### src/rtl/asram_pkg.sv
package asram_pkg;

    typedef enum logic [2:0] {
        S_IDLE,
        S_RD_ACCESS,
        S_RD_RELEASE,
        S_WR_SETUP,
        S_WR_STROBE,
        S_WR_RECOVER
    } state_t;

    function automatic int cdiv(input int ns, input int period);
        return (ns + period - 1) / period;
    endfunction

    function automatic int imax(input int a, input int b);
        return (a > b) ? a : b;
    endfunction

endpackage

### src/rtl/asram_timer.sv
module asram_timer #(
    parameter int W = 6
) (
    input  logic         clk,
    input  logic         rst_n,
    input  logic         load,
    input  logic [W-1:0] load_val,
    output logic         expired
);
    logic [W-1:0] cnt_q;

    always_ff @(posedge clk or negedge rst_n) begin
        if (!rst_n) begin
            cnt_q <= '0;
        end else if (load) begin
            cnt_q <= load_val;
        end else if (cnt_q != '0) begin
            cnt_q <= cnt_q - 1'b1;
        end
    end

    assign expired = (cnt_q == '0);

    // a load always restarts the phase: after a nonzero load the timer is busy
    p_load_restart_r9: assert property (@(posedge clk) disable iff (!rst_n)
        (load && load_val != '0) |=> !expired);

endmodule

### src/rtl/asram_latch.sv
module asram_latch #(
    parameter int AW = 17,
    parameter int DW = 8
) (
    input  logic          clk,
    input  logic          rst_n,
    input  logic          take_req,
    input  logic [AW-1:0] addr_in,
    input  logic [DW-1:0] wdata_in,
    input  logic          take_rd,
    input  logic [DW-1:0] dq_in,
    output logic [AW-1:0] addr_q,
    output logic [DW-1:0] wdata_q,
    output logic [DW-1:0] rd_data,
    output logic          rd_valid
);
    always_ff @(posedge clk or negedge rst_n) begin
        if (!rst_n) begin
            addr_q  <= '0;
            wdata_q <= '0;
        end else if (take_req) begin
            addr_q  <= addr_in;
            wdata_q <= wdata_in;
        end
    end

    always_ff @(posedge clk or negedge rst_n) begin
        if (!rst_n) begin
            rd_data  <= '0;
            rd_valid <= 1'b0;
        end else begin
            rd_valid <= take_rd;
            if (take_rd) begin
                rd_data <= dq_in;
            end
        end
    end

    p_rvalid_pulse_r6: assert property (@(posedge clk) disable iff (!rst_n)
        rd_valid |=> !rd_valid);

    p_rdata_hold_r6: assert property (@(posedge clk) disable iff (!rst_n)
        !$past(take_rd) |-> $stable(rd_data));

endmodule

### src/rtl/asram_ctl.sv
module asram_ctl #(
    parameter int CLK_NS    = 4,
    parameter int AW        = 17,
    parameter int DW        = 8,
    parameter int RC_NS     = 150,
    parameter int AA_NS     = 150,
    parameter int OE_ACC_NS = 100,
    parameter int OHZ_NS    = 40,
    parameter int WC_NS     = 150,
    parameter int WP_NS     = 80,
    parameter int AWE_NS    = 150,
    parameter int DS_NS     = 50
) (
    input  logic          clk,
    input  logic          rst_n,
    input  logic          req_valid,
    output logic          req_ready,
    input  logic          req_write,
    input  logic [AW-1:0] req_addr,
    input  logic [DW-1:0] req_wdata,
    output logic          rd_valid,
    output logic [DW-1:0] rd_data,
    output logic [AW-1:0] mem_addr,
    output logic          mem_cs_n,
    output logic          mem_cs,
    output logic          mem_oe_n,
    output logic          mem_we_n,
    output logic [DW-1:0] mem_dq_out,
    input  logic [DW-1:0] mem_dq_in,
    output logic          mem_dq_drv
);
    import asram_pkg::*;

    localparam int N_RD  = imax(imax(cdiv(RC_NS, CLK_NS), cdiv(AA_NS, CLK_NS)),
                                imax(cdiv(OE_ACC_NS, CLK_NS), 1));
    localparam int N_REL = imax(cdiv(OHZ_NS, CLK_NS), 1);
    localparam int N_STB = imax(imax(cdiv(WP_NS, CLK_NS), cdiv(DS_NS, CLK_NS)),
                                imax(cdiv(AWE_NS, CLK_NS) - 1, 1));
    localparam int N_REC = imax(cdiv(WC_NS, CLK_NS) - 1 - N_STB, 1);
    localparam int N_MAX = imax(imax(N_RD, N_REL), imax(N_STB, N_REC));
    localparam int CW    = $clog2(N_MAX + 1);

    localparam logic [CW-1:0] L_RD  = CW'(N_RD - 1);
    localparam logic [CW-1:0] L_REL = CW'(N_REL - 1);
    localparam logic [CW-1:0] L_SET = '0;
    localparam logic [CW-1:0] L_STB = CW'(N_STB - 1);
    localparam logic [CW-1:0] L_REC = CW'(N_REC - 1);

    state_t        state_q, state_d;
    logic          t_load, t_expired;
    logic [CW-1:0] t_val;
    logic          take_req, take_rd;

    asram_timer #(.W(CW)) u_timer (
        .clk      (clk),
        .rst_n    (rst_n),
        .load     (t_load),
        .load_val (t_val),
        .expired  (t_expired)
    );

    asram_latch #(.AW(AW), .DW(DW)) u_latch (
        .clk      (clk),
        .rst_n    (rst_n),
        .take_req (take_req),
        .addr_in  (req_addr),
        .wdata_in (req_wdata),
        .take_rd  (take_rd),
        .dq_in    (mem_dq_in),
        .addr_q   (mem_addr),
        .wdata_q  (mem_dq_out),
        .rd_data  (rd_data),
        .rd_valid (rd_valid)
    );

    // state register
    always_ff @(posedge clk or negedge rst_n) begin
        if (!rst_n) begin
            state_q <= S_IDLE;
        end else begin
            state_q <= state_d;
        end
    end

    // next state and phase timer control
    always_comb begin
        state_d  = state_q;
        t_load   = 1'b0;
        t_val    = L_SET;
        take_req = 1'b0;
        take_rd  = 1'b0;
        unique case (state_q)
            S_IDLE: begin
                if (req_valid) begin
                    take_req = 1'b1;
                    t_load   = 1'b1;
                    if (req_write) begin
                        state_d = S_WR_SETUP;
                        t_val   = L_SET;
                    end else begin
                        state_d = S_RD_ACCESS;
                        t_val   = L_RD;
                    end
                end
            end
            S_RD_ACCESS: begin
                if (t_expired) begin
                    take_rd = 1'b1;
                    t_load  = 1'b1;
                    t_val   = L_REL;
                    state_d = S_RD_RELEASE;
                end
            end
            S_RD_RELEASE: begin
                if (t_expired) begin
                    state_d = S_IDLE;
                end
            end
            S_WR_SETUP: begin
                if (t_expired) begin
                    t_load  = 1'b1;
                    t_val   = L_STB;
                    state_d = S_WR_STROBE;
                end
            end
            S_WR_STROBE: begin
                if (t_expired) begin
                    t_load  = 1'b1;
                    t_val   = L_REC;
                    state_d = S_WR_RECOVER;
                end
            end
            S_WR_RECOVER: begin
                if (t_expired) begin
                    state_d = S_IDLE;
                end
            end
            default: state_d = S_IDLE;
        endcase
    end

    // pin decode
    always_comb begin
        req_ready  = 1'b0;
        mem_cs_n   = 1'b1;
        mem_cs     = 1'b0;
        mem_oe_n   = 1'b1;
        mem_we_n   = 1'b1;
        mem_dq_drv = 1'b0;
        unique case (state_q)
            S_IDLE: begin
                req_ready = 1'b1;
            end
            S_RD_ACCESS: begin
                mem_cs_n = 1'b0;
                mem_cs   = 1'b1;
                mem_oe_n = 1'b0;
            end
            S_RD_RELEASE: begin
            end
            S_WR_SETUP, S_WR_RECOVER: begin
                mem_cs_n   = 1'b0;
                mem_cs     = 1'b1;
                mem_dq_drv = 1'b1;
            end
            S_WR_STROBE: begin
                mem_cs_n   = 1'b0;
                mem_cs     = 1'b1;
                mem_we_n   = 1'b0;
                mem_dq_drv = 1'b1;
            end
            default: begin
            end
        endcase
    end

    // phase-length counters kept for the checks below
    logic [CW-1:0] we_low_len, oe_low_len;
    always_ff @(posedge clk or negedge rst_n) begin
        if (!rst_n) begin
            we_low_len <= '0;
            oe_low_len <= '0;
        end else begin
            we_low_len <= mem_we_n ? '0 : we_low_len + 1'b1;
            oe_low_len <= mem_oe_n ? '0 : oe_low_len + 1'b1;
        end
    end

    p_idle_pins_r1: assert property (@(posedge clk) disable iff (!rst_n)
        req_ready |-> (mem_cs_n && !mem_cs && mem_oe_n && mem_we_n && !mem_dq_drv));

    p_read_len_r2: assert property (@(posedge clk) disable iff (!rst_n)
        $rose(mem_oe_n) |-> (oe_low_len == CW'(N_RD)));

    p_addr_steady_r3: assert property (@(posedge clk) disable iff (!rst_n)
        (!mem_we_n || !$past(mem_we_n)) |-> $stable(mem_addr));

    p_strobe_len_r4: assert property (@(posedge clk) disable iff (!rst_n)
        $rose(mem_we_n) |-> (we_low_len == CW'(N_STB)));

    p_strobe_driven_r5: assert property (@(posedge clk) disable iff (!rst_n)
        !mem_we_n |-> (mem_dq_drv && $stable(mem_dq_out)));

    p_no_clash_r8: assert property (@(posedge clk) disable iff (!rst_n)
        !(mem_dq_drv && !mem_oe_n));

    p_oe_turn_r8: assert property (@(posedge clk) disable iff (!rst_n)
        $fell(mem_oe_n) |-> !$past(mem_dq_drv));

    p_busy_after_accept_r9: assert property (@(posedge clk) disable iff (!rst_n)
        (req_valid && req_ready) |=> !req_ready);

endmodule

### config.mk
export PLATFORM = sky130hd
export DESIGN_NAME = asram_ctl
export DESIGN_NICKNAME = d
export VERILOG_FILES = /design/src/rtl/asram_pkg.sv /design/src/rtl/asram_timer.sv /design/src/rtl/asram_latch.sv /design/src/rtl/asram_ctl.sv
export SDC_FILE = /design/constraint.sdc
export NUM_CORES = 1
export LEC_CHECK = 0
export BUFFER_PORTS_ARGS = -buffer_cell sky130_fd_sc_hd__buf_4
export CAP_MARGIN = 15
export CELL_PAD_IN_SITES_DETAIL_PLACEMENT = 0
export CELL_PAD_IN_SITES_GLOBAL_PLACEMENT = 1
export CORE_MARGIN = 2
export CORE_UTILIZATION = 31
export CTS_CLUSTER_DIAMETER = 150
export DETAILED_ROUTE_END_ITERATION = 10
export PLACE_DENSITY = 0.79
export SKIP_LAST_GASP = 1
export SYNTH_ARGS = -nofsm -noshare
export SYNTH_HDL_FRONTEND = slang
export SYNTH_SLANG_ARGS = --single-unit
### constraint.sdc
create_clock -name clk -period 1.5 [get_ports clk]
set_input_delay 0.075 -clock clk [delete_from_list [all_inputs] [get_ports clk]]
set_output_delay 0.075 -clock clk [all_outputs]
set_load 0.02 [all_outputs]
==> results.toml <==
[clocking]
root_buffer = "clkbuf_8"
cts.sinks = 43
cts_tree = "done"
path_clk_slew_ns = 0.09
numCtsBuffers = 5
cts_setup_buffers = 0
clkLatencyLatePin_ns = 0.30
cts_max_level = 2
clockBufferDepth = 2

[final_layout]
drive_gt1_frac = 0.386
antenna_cells = 0
num-fill-cells = 557
final_cells = 391
multi_input_area_um2 = 751
most-common-layout-cells = "87 x buf_4, 82 x nand2_1, 42 x dfrtp_1"
regArea_um2 = 1080
layout_commonest_cell = "buf_4"
syn_to_final_growth_pct = 62.3
final_design_area_no_fill_um2 = 3090
layout.nets = 353

[sta]
slew_viol_final = 0
fin_skew_ns = 0.00665
finalSetupViolations = 1
tightest_slew_ns = 0.550
maxSlewHeadroom = 0.633
period_share = 1.00
setup_tns_ns = -0.00543
fin_crit_ns = 1.51
rsz0062_at_grt = "true"
hold_viol = 0
timing.fmax_mhz = 664
worst_slack_ns = -0.00543

[outcome]
violations = "setup timing"
run_status = "complete, but fails checks"

[floorplan]
initial_core_util = 0.322
die_height_um = 82.4
row_count = 28
die_w_um = 82.4
ioPinCount = 77
core-area_um2 = 5920
die-area_um2 = 6790

[power_and_ir_drop]
cellLeakagePower_nw = 1.61
max-vdd-ir-drop_mv = 0.861
total_power_w = 0.00641
p_per_area_nw_per_um2 = 2070

[synth]
synth-edff-count = 0
syn-cell-area_um2 = 1910
synth.avg_cell_area_um2 = 9.72
netlist-cell-type-count = 31
synth.mux.area_fraction = 0.0584
yosysWarnings = 0
synthAdderAreaFrac = 0.00657
syn_nets = 234
synth_compound_area_frac = 0.0479
synth-simple-area-share = 0.255
ys_seq_elements = 43
async_flop_share = 1.00
ys_seq_area_frac = 0.565
synth_top_family_by_area = "simple AND/OR/NAND/NOR gates"
ys.flop_type = "dfrtp_1"
syn_inst = 196
synth-xor-area-share = 0.00460

[critical_path]
path_class = "reg -> reg"
arrival_ns = 1.75
cp_max_fo = 6
timing.rr.end = "u_timer.cnt_q[5]$_DFFE_PN0P_"
start_kind = "flop"
r2r_slack_ns = -0.005
crit_start = "state_q[2]$_DFFE_PN0P_"
required_ns = 1.74
crit_path_end_kind = "flop"
timing.rr.start = "state_q[2]$_DFFE_PN0P_"
r2r_cells = 4

[route]
vias = 1715
drtIter0Drc = 130
firstDrtPassIters = 4
wire_per_inst_um = 12.1
drt_wl_total_mm = 4.72
via_per_inst = 4.39
route.detailed.drc = 0
drtAntennaViolNets = 0

[hold_path]
min_to = "u_latch.rd_data[6]$_DFFE_PN0P_"
min_path_cells = 2
min_from = "mem_dq_in[6]"
worstHoldPathType = "in -> reg"

[grt]
grt_util_all_layers = 0.145
grt_max_degree = 44
antenna_found_initial = 0
overflow = 0
grt_first_pass_wirelength_mm = 7.50
grt_pass1_vias = 1676

[placed_design]
placedCellCount = 353
placed_area_um2 = 2640
gp_congestion = 0.771
io_buffers = 76
dpl.hpwl_mm = 3.30

[job]
maxCapViolations = 0
## Yosys cell counts (2+ instances only)
master    count  area share
nor2_1        4      0.0079
buf_6         7       0.041
nand2_1      84        0.17
inv_1         6       0.012
nand3_1       7       0.018
nor3_1        3      0.0079
o21a_1        2      0.0079
nand2b_1      6       0.020
buf_2         2      0.0053
o21ai_0       2      0.0053
a21oi_1       2      0.0053
nand4b_1      2      0.0092
mux2_2        9       0.053
dfrtp_1      43        0.56
## logic make-up after synthesis
logic type | count (synthesis)
AOI/OAI and AO/OA | 13
xor gates and xnor gates | 1
adders and majority gates | 1
buffers and inverters | 16
DFF | 43
muxes | 10
and+or+nand+nor | 112
## stage by stage
stage,setup WS (ns),hold WS (ns),utilization
floorplan,-0.00799,-0.221,-
global placement,0.0541,0.109,0.445
detailed placement,-0.0217,0.107,0.445
CTS,-0.000425,0.00209,0.516
global route,-0.0532,0.00365,0.522
finish,-0.00543,0.00826,0.522
## final cells by class
class                   instances  share of cell area
well taps                      75              0.0303
clock buffers                   6              0.0267
flip-flops and latches         43               0.348
inverters                       6             0.00728
clock inverters                 2              0.0125
multi-input cells             137               0.243
repair buffers                122               0.332
## report_power, final
part / total [W] / internal (W) / leakage, nW / switching (W)
logic: 0.00339 / 0.00164 / 1.02 / 0.00176
registers: 0.00205 / 0.00171 / 0.531 / 0.000343
clock network: 0.000968 / 0.000548 / 0.0618 / 0.000420
total: 0.00641 / 0.00389 / 1.61 / 0.00252
## timing repair
| action | 4_1_cts | 5_1_grt |
|---|---|---|
| pin swaps | 0 | 1 |
| hold buffers | 29 | 1 |
| endpoints found under the setup margin | 11 | 37 |
| endpoints found under the hold margin | 71 | 1 |
| gates resized for setup | 2 | 9 |
## worst max path at each step
stage / cells past startpoint / endpoint / slack, ns
2_1_floorplan: 6 / u_latch.addr_q[10]$_DFFE_PN0P_ / -0.008
3_3_place_gp: 5 / u_latch.rd_data[3]$_DFFE_PN0P_ / 0.05
3_5_place_dp: 5 / u_timer.cnt_q[2]$_DFFE_PN0P_ / -0.02
4_1_cts: 4 / u_timer.cnt_q[5]$_DFFE_PN0P_ / -0.0004
5_1_grt: 4 / u_timer.cnt_q[5]$_DFFE_PN0P_ / -0.05
6_report: 4 / u_timer.cnt_q[5]$_DFFE_PN0P_ / -0.005
## sequential cells by signal, summed over array words and instances (netlist names)
signal	count
state_q	3
u_latch.addr_q	17
u_latch.rd_data	8
u_latch.rd_valid	1
u_latch.wdata_q	8
u_timer.cnt_q	6
## per-layer routing
layer | track usage | routed length, µm | vias to the layer above
met5 | 0 | 0 | -
met4 | 0.0467 | 58 | 0
met3 | 0.0467 | 319 | 7
met2 | 0.240 | 2250 | 54
met1 | 0.179 | 2090 | 788
li1 | - | - | 866
## worst max-delay path, stage by stage (launching register included)
cell and delay (ns):
dfrtp_1 0.41, or4b_4 0.60, or2_4 0.27, o21ai_2 0.06
a31o_1 0.11
Power figures use the tool's default switching activity.
